--- src/rtl/fma_nan_pkg.sv ---
// Shared types for the FMA NaN selector.
// Assumes: operands are IEEE binary32 (low half) or binary64 words.
package fma_nan_pkg;

    // Which candidate becomes the result.
    typedef enum logic [1:0] {
        PICK_MA   = 2'd0,
        PICK_MB   = 2'd1,
        PICK_ADD  = 2'd2,
        PICK_DFLT = 2'd3
    } pick_e;

    // Run-time priority ordering.
    typedef enum logic [1:0] {
        ORD_SNAN_FIRST = 2'd0,
        ORD_MA_FIRST   = 2'd1,
        ORD_FIXED      = 2'd2,
        ORD_FIXED_ALT  = 2'd3
    } order_e;

    // NaN classification of one operand.
    typedef struct packed {
        logic quiet;
        logic signaling;
    } nan_kind_t;

endpackage

--- src/rtl/fma_nan_classify.sv ---
// Classifies one operand as quiet NaN, signaling NaN or neither, and
// produces its quieted form. Assumes that single-precision values occupy
// the low SP_W bits and that bits above them are don't-care.
module fma_nan_classify
    import fma_nan_pkg::*;
#(
    parameter int SP_EXP_W  = 8,
    parameter int SP_FRAC_W = 23,
    parameter int DP_EXP_W  = 11,
    parameter int DP_FRAC_W = 52,
    localparam int SP_W = 1 + SP_EXP_W + SP_FRAC_W,
    localparam int DP_W = 1 + DP_EXP_W + DP_FRAC_W
) (
    input  logic [DP_W-1:0] op_i,
    input  logic            dbl_i,
    output nan_kind_t       kind_o,
    output logic [DP_W-1:0] quiet_o
);

    localparam logic [SP_W-1:0] SP_QMASK = SP_W'(1) << (SP_FRAC_W - 1);
    localparam logic [DP_W-1:0] DP_QMASK = DP_W'(1) << (DP_FRAC_W - 1);

    logic [SP_EXP_W-1:0]  sp_exp;
    logic [SP_FRAC_W-1:0] sp_frac;
    logic [DP_EXP_W-1:0]  dp_exp;
    logic [DP_FRAC_W-1:0] dp_frac;
    logic                 is_nan;
    logic                 qbit;

    // Split the operand into fields for the selected format.
    always_comb begin
        sp_exp  = op_i[SP_W-2 -: SP_EXP_W];
        sp_frac = op_i[SP_FRAC_W-1:0];
        dp_exp  = op_i[DP_W-2 -: DP_EXP_W];
        dp_frac = op_i[DP_FRAC_W-1:0];
    end

    // Classify and quiet: all-ones exponent, nonzero fraction, MSB of fraction = quiet.
    always_comb begin
        if (dbl_i) begin
            is_nan  = (&dp_exp) && (|dp_frac);
            qbit    = dp_frac[DP_FRAC_W-1];
            quiet_o = op_i | DP_QMASK;
        end else begin
            is_nan  = (&sp_exp) && (|sp_frac);
            qbit    = sp_frac[SP_FRAC_W-1];
            quiet_o = {{(DP_W-SP_W){1'b0}}, op_i[SP_W-1:0] | SP_QMASK};
        end
        kind_o.quiet     = is_nan && qbit;
        kind_o.signaling = is_nan && !qbit;
    end

    // A quiet NaN is unchanged by quieting (within its format).
    always_comb begin
        if (kind_o.quiet) begin
            assert_quiet_unchanged_R10: assert (dbl_i ? (quiet_o == op_i)
                                         : (quiet_o[SP_W-1:0] == op_i[SP_W-1:0]));
        end
    end

endmodule

--- src/rtl/fma_nan_priority.sv ---
// Chooses which candidate NaN propagates under the selected ordering and
// reports whether the choice itself raises invalid. Assumes at least one
// operand is a NaN whenever the result is used.
module fma_nan_priority
    import fma_nan_pkg::*;
(
    input  nan_kind_t k_ma_i,
    input  nan_kind_t k_mb_i,
    input  nan_kind_t k_add_i,
    input  logic      inf_zero_i,
    input  order_e    order_i,
    output pick_e     pick_o,
    output logic      sel_inv_o
);

    logic ma_any;
    logic mb_any;
    logic add_any;

    // Any-kind NaN flags per operand.
    always_comb begin
        ma_any  = k_ma_i.quiet  || k_ma_i.signaling;
        mb_any  = k_mb_i.quiet  || k_mb_i.signaling;
        add_any = k_add_i.quiet || k_add_i.signaling;
    end

    // Priority resolution for each ordering.
    always_comb begin
        pick_o    = PICK_ADD;
        sel_inv_o = 1'b0;
        case (order_i)
            ORD_SNAN_FIRST: begin
                if (inf_zero_i && k_add_i.quiet) begin
                    pick_o    = PICK_DFLT;
                    sel_inv_o = 1'b1;
                end else if (k_add_i.signaling) pick_o = PICK_ADD;
                else if (k_ma_i.signaling)      pick_o = PICK_MA;
                else if (k_mb_i.signaling)      pick_o = PICK_MB;
                else if (k_add_i.quiet)         pick_o = PICK_ADD;
                else if (k_ma_i.quiet)          pick_o = PICK_MA;
                else                            pick_o = PICK_MB;
            end
            ORD_MA_FIRST: begin
                if (inf_zero_i) begin
                    pick_o    = PICK_ADD;
                    sel_inv_o = 1'b1;
                end else if (ma_any)  pick_o = PICK_MA;
                else if (add_any)     pick_o = PICK_ADD;
                else                  pick_o = PICK_MB;
            end
            default: begin
                if (ma_any)       pick_o = PICK_MA;
                else if (mb_any)  pick_o = PICK_MB;
                else              pick_o = PICK_ADD;
            end
        endcase
    end

    // Generated default NaN only arises from the signaling-first inf*zero case.
    always_comb begin
        if (pick_o == PICK_DFLT) begin
            assert_dflt_origin_R2: assert (order_i == ORD_SNAN_FIRST && inf_zero_i && k_add_i.quiet);
        end
        if (order_i == ORD_FIXED || order_i == ORD_FIXED_ALT) begin
            assert_fixed_no_sel_inv_R6: assert (!sel_inv_o);
        end
    end

endmodule

--- src/rtl/fma_nan_mux.sv ---
// Drives the final result word: the picked quieted candidate, the default
// NaN of the active format, or zero when no NaN is present.
module fma_nan_mux
    import fma_nan_pkg::*;
#(
    parameter int SP_W = 32,
    parameter int DP_W = 64,
    parameter int NUM_OPS = 3,
    parameter logic [SP_W-1:0] DFLT_SP = 32'h7FC0_0000,
    parameter logic [DP_W-1:0] DFLT_DP = 64'h7FF8_0000_0000_0000
) (
    input  logic [NUM_OPS-1:0][DP_W-1:0] cand_i,
    input  pick_e                        pick_i,
    input  logic                         dflt_en_i,
    input  logic                         dbl_i,
    input  logic                         valid_i,
    output logic [DP_W-1:0]              res_o
);

    logic [DP_W-1:0] dflt_word;

    // Default NaN of the active format.
    always_comb begin
        dflt_word = dbl_i ? DFLT_DP : {{(DP_W-SP_W){1'b0}}, DFLT_SP};
    end

    // Result selection.
    always_comb begin
        if (!valid_i) begin
            res_o = '0;
        end else if (dflt_en_i) begin
            res_o = dflt_word;
        end else begin
            case (pick_i)
                PICK_MA:  res_o = cand_i[0];
                PICK_MB:  res_o = cand_i[1];
                PICK_ADD: res_o = cand_i[2];
                default:  res_o = dflt_word;
            endcase
        end
    end

endmodule

--- src/rtl/fma_nan_select.sv ---
// Top of the FMA NaN selector. Classifies the three operands, resolves the
// propagated NaN and the invalid flag. Purely combinational; assumes the
// caller only uses res_nan when res_valid is 1.
module fma_nan_select
    import fma_nan_pkg::*;
#(
    parameter int SP_EXP_W  = 8,
    parameter int SP_FRAC_W = 23,
    parameter int DP_EXP_W  = 11,
    parameter int DP_FRAC_W = 52,
    localparam int SP_W = 1 + SP_EXP_W + SP_FRAC_W,
    localparam int DP_W = 1 + DP_EXP_W + DP_FRAC_W,
    parameter logic [SP_W-1:0] DFLT_SP = 32'h7FC0_0000,
    parameter logic [DP_W-1:0] DFLT_DP = 64'h7FF8_0000_0000_0000
) (
    input  logic            fmt_dbl,
    input  logic [1:0]      order_sel,
    input  logic            dflt_nan_en,
    input  logic            prod_inf_zero,
    input  logic [DP_W-1:0] mul_a,
    input  logic [DP_W-1:0] mul_b,
    input  logic [DP_W-1:0] addend,
    output logic            res_valid,
    output logic [DP_W-1:0] res_nan,
    output logic            flag_invalid
);

    localparam int NUM_OPS = 3;

    logic [NUM_OPS-1:0][DP_W-1:0] ops;
    logic [NUM_OPS-1:0][DP_W-1:0] quieted;
    nan_kind_t [NUM_OPS-1:0]      kinds;
    logic                         any_snan;
    logic                         any_nan;
    logic                         sel_inv;
    pick_e                        pick;

    // Operand order: 0 = mul_a, 1 = mul_b, 2 = addend.
    assign ops[0] = mul_a;
    assign ops[1] = mul_b;
    assign ops[2] = addend;

    for (genvar g = 0; g < NUM_OPS; g++) begin : g_cls
        fma_nan_classify #(
            .SP_EXP_W (SP_EXP_W),
            .SP_FRAC_W(SP_FRAC_W),
            .DP_EXP_W (DP_EXP_W),
            .DP_FRAC_W(DP_FRAC_W)
        ) u_cls (
            .op_i   (ops[g]),
            .dbl_i  (fmt_dbl),
            .kind_o (kinds[g]),
            .quiet_o(quieted[g])
        );
    end

    // Reduce per-operand classes to summary flags.
    always_comb begin
        any_snan = 1'b0;
        any_nan  = 1'b0;
        for (int i = 0; i < NUM_OPS; i++) begin
            any_snan = any_snan | kinds[i].signaling;
            any_nan  = any_nan | kinds[i].signaling | kinds[i].quiet;
        end
    end

    fma_nan_priority u_prio (
        .k_ma_i    (kinds[0]),
        .k_mb_i    (kinds[1]),
        .k_add_i   (kinds[2]),
        .inf_zero_i(prod_inf_zero),
        .order_i   (order_e'(order_sel)),
        .pick_o    (pick),
        .sel_inv_o (sel_inv)
    );

    fma_nan_mux #(
        .SP_W   (SP_W),
        .DP_W   (DP_W),
        .NUM_OPS(NUM_OPS),
        .DFLT_SP(DFLT_SP),
        .DFLT_DP(DFLT_DP)
    ) u_mux (
        .cand_i   (quieted),
        .pick_i   (pick),
        .dflt_en_i(dflt_nan_en),
        .dbl_i    (fmt_dbl),
        .valid_i  (any_nan),
        .res_o    (res_nan)
    );

    // Output flags: valid on any NaN; invalid from signaling inputs or the selection rule.
    always_comb begin
        res_valid    = any_nan;
        flag_invalid = any_nan && (any_snan || sel_inv);
    end

    // Output-level checks.
    always_comb begin
        if (any_snan) begin
            assert_snan_invalid_R1: assert (flag_invalid);
        end
        if (!res_valid) begin
            assert_idle_zero_R8: assert (res_nan == '0 && !flag_invalid);
        end
        if (!fmt_dbl) begin
            assert_single_upper_zero_R9: assert (res_nan[DP_W-1:SP_W] == '0);
        end
        if (res_valid && fmt_dbl) begin
            assert_dp_quiet_nan_R10: assert ((&res_nan[DP_W-2 -: DP_EXP_W]) && res_nan[DP_FRAC_W-1]);
        end
        if (res_valid && !fmt_dbl) begin
            assert_sp_quiet_nan_R10: assert ((&res_nan[SP_W-2 -: SP_EXP_W]) && res_nan[SP_FRAC_W-1]);
        end
        if (res_valid && dflt_nan_en) begin
            assert_dflt_override_R7: assert (fmt_dbl ? (res_nan == DFLT_DP)
                                      : (res_nan[SP_W-1:0] == DFLT_SP));
        end
    end

endmodule

--- config.mk ---
export PLATFORM = sky130hd
export DESIGN_NAME = fma_nan_select
export DESIGN_NICKNAME = d
export VERILOG_FILES = /design/src/rtl/fma_nan_pkg.sv /design/src/rtl/fma_nan_classify.sv /design/src/rtl/fma_nan_priority.sv /design/src/rtl/fma_nan_mux.sv /design/src/rtl/fma_nan_select.sv
export SDC_FILE = /design/constraint.sdc
export NUM_CORES = 1
export LEC_CHECK = 0
export CORE_AREA = 2 2 101 103
export DETAILED_ROUTE_END_ITERATION = 16
export DIE_AREA = 0 0 103 105
export PLACE_DENSITY = 0.74
export SYNTH_ARGS = -nofsm -noshare
export SYNTH_HDL_FRONTEND = slang
export SYNTH_SLANG_ARGS = --single-unit
--- constraint.sdc ---
create_clock -name vclk -period 2.4
set_input_delay 0.24 -clock vclk [all_inputs]
set_output_delay 0.24 -clock vclk [all_outputs]
set_load 0.05 [all_outputs]
==> out/qor.csv <==
metric,value,unit
status,finished with violations,
violations,negative setup slack,
synthCells,284,
seq_cells,0,
slowest_delay,0.32,ns
peakVddDrop,93.54,uV
final_layout_size_suffix_gt1_share,73.00,%
yosys_warnings,0,
drtPass1Iterations,6,
layout_common_cells,"buf_4 (127), dlygate4sd2_1 (64), buf_12 (59)",
drtAntennaViolNets,0,
drtIter0Drc,323,
grt_pass1_wl,27580,um
netlist.area_leader.share,20.25,%
crit_buf_inv,8,
netlist_top_cells_area,"mux2i_1 (20%), o2bb2ai_1 (17%), nor4_1 (9.6%)",
via_per_inst,5.808,
fmax,0.2926,GHz
arrival,3.18,ns
crit_path_top_delay_cell,nor3_4,
worst_slew_pin_slew,0.8672,ns
syn-cell-area,2225,um^2
seq_area,0,um^2
drv_slew,0,
worstPathRequired,2.16,ns
crit_top_cell,buf_6,
grt_use_total,32.47,%
grt_overflow,0,
start_kind,input port,
fin_cells,838,
hold_viol_final,0,
hp-class,in -> out,
cp-end-kind,primary output,
max_cap_viol_count,0,
synth-seq-area-share,0,%
p_leak,3.438,nW
routedWlPerCell,26.68,um
detailed_place_hpwl,13100,um
die_w,103,um
cts_hold_buf,0,
place_area,7236,um^2
yosysTopAreaCell,mux2i_1,
final_common_cell,buf_4,
synth_nets,481,
antenna_found_initial,5,
ios,263,
total_power,1.035,mW
crit_fanout,6,
slew_headroom,41.57,%
grt_max_degree,16,
synthToLayoutAreaGrowth,294.9,%
die_h,105,um
gp_congestion,0.9941,
path_cells,clkdlybuf4s15_1 > nand4_1 > nor3_4 > o21ai_2 > buf_6 > buf_6 > a21oi_1 > o221ai_2 > and3_4 > buf_6 > nor4_4 > buf_6 > buf_12 > buf_16 > o2bb2ai_4 > buf_12,
drc_errors,0,
grt_pass1_vias,5141,
fin_crit_sh,142.4,%
fillers,378,
critical_path_class,in -> out,
start_util,23.08,%
setup_viol,66,
postLayoutSetupSlackWorst,-1.018,ns
fin_tns_setup,-59.58,ns
wirelength,22350,um
num_rows,36,
postLayoutCellArea,8785,um^2
post-place-cells,790,
die_area,10820,um^2
rsz0062_at_grt,yes,
cp_top_family,buffers and inverters,
path_depth,16,
ys_types,46,
port_buffers,263,
clock_buffers,0,
p_per_area,117.8,nW/um^2
syn_area_per_cell,7.833,um^2
period_needed,3.418,ns
dpl_worst_slack,-1.393,ns
core-area,9639,um^2
nets,899,
vias,4867,
hold-path-cell-count,3,
[synthesized netlist by cell type, drive strengths merged, types with 2 or more instances]
cell     count
a2111oi      2
a211o        2
a211oi       5
a21o         2
a21oi        6
and2        10
and3         3
buf         13
clkbuf       6
inv          5
mux2         9
mux2i       45
nand2       11
nand3        3
nand4       21
nor2        11
nor3         9
nor3b        4
nor4        36
o21a        11
o21ai        7
o221a        8
o2bb2ai     43
[path summary, 6_finish.rpt]
path	slack [ns]	from	to
worst min-delay path	0.84	mul_b[1]	res_nan[1]
worst max-delay path	-1.02	addend[57]	res_nan[17]
[final cells by class]
class              instances  area (um^2)  share of cell area [%]
inverters                  5        18.77                  0.2136
repair buffers           435         4571                   52.03
well taps                133        166.4                   1.894
multi-input cells        260         4016                   45.72
diodes                     5        12.51                  0.1424
[report_power, final]
part,total (mW),switching [mW],internal (mW)
clock network,0.000000279,0,0.000000279
registers,0,0,0
logic,1.04,0.499,0.536
[layer usage]
metal / global-route usage, % / up-vias / routed length (um)
met1: 32.92 / 2354 / 7404
li1: - / 2056 / -
met4: 13.82 / 0 / 1314
met5: 0 / - / 0
met3: 6.288 / 110 / 1743
met2: 62.24 / 347 / 11890
[through the flow]
stage	util [%]	hold WS (ns)
finish	91.13	0.8372
global placement	75.06	1.209
CTS	84.89	0.8307
global route	91.13	0.8404
detailed placement	75.06	1.224
floorplan	-	0.6687
[repair_timing]
| action | 4_1_cts | 5_1_grt |
|---|---|---|
| buffers inserted | 33 | 22 |
| gates resized for setup | 558 | 201 |
| cloned | 7 | 2 |
| setup endpoints to repair | 66 | 66 |
| pin swaps | 85 | 72 |
[logic make-up (layout without fill, tap and decap cells)]
group	Yosys count	after routing	share of synthesized area (%)
multiplexers	54	54	25.14
AO/OA/AOI/OAI	95	95	36.78
AND/OR/NAND/NOR	111	111	30.65
buffers and inverters	24	440	7.424
other	0	5	0
Power figures use the tool's default switching activity.
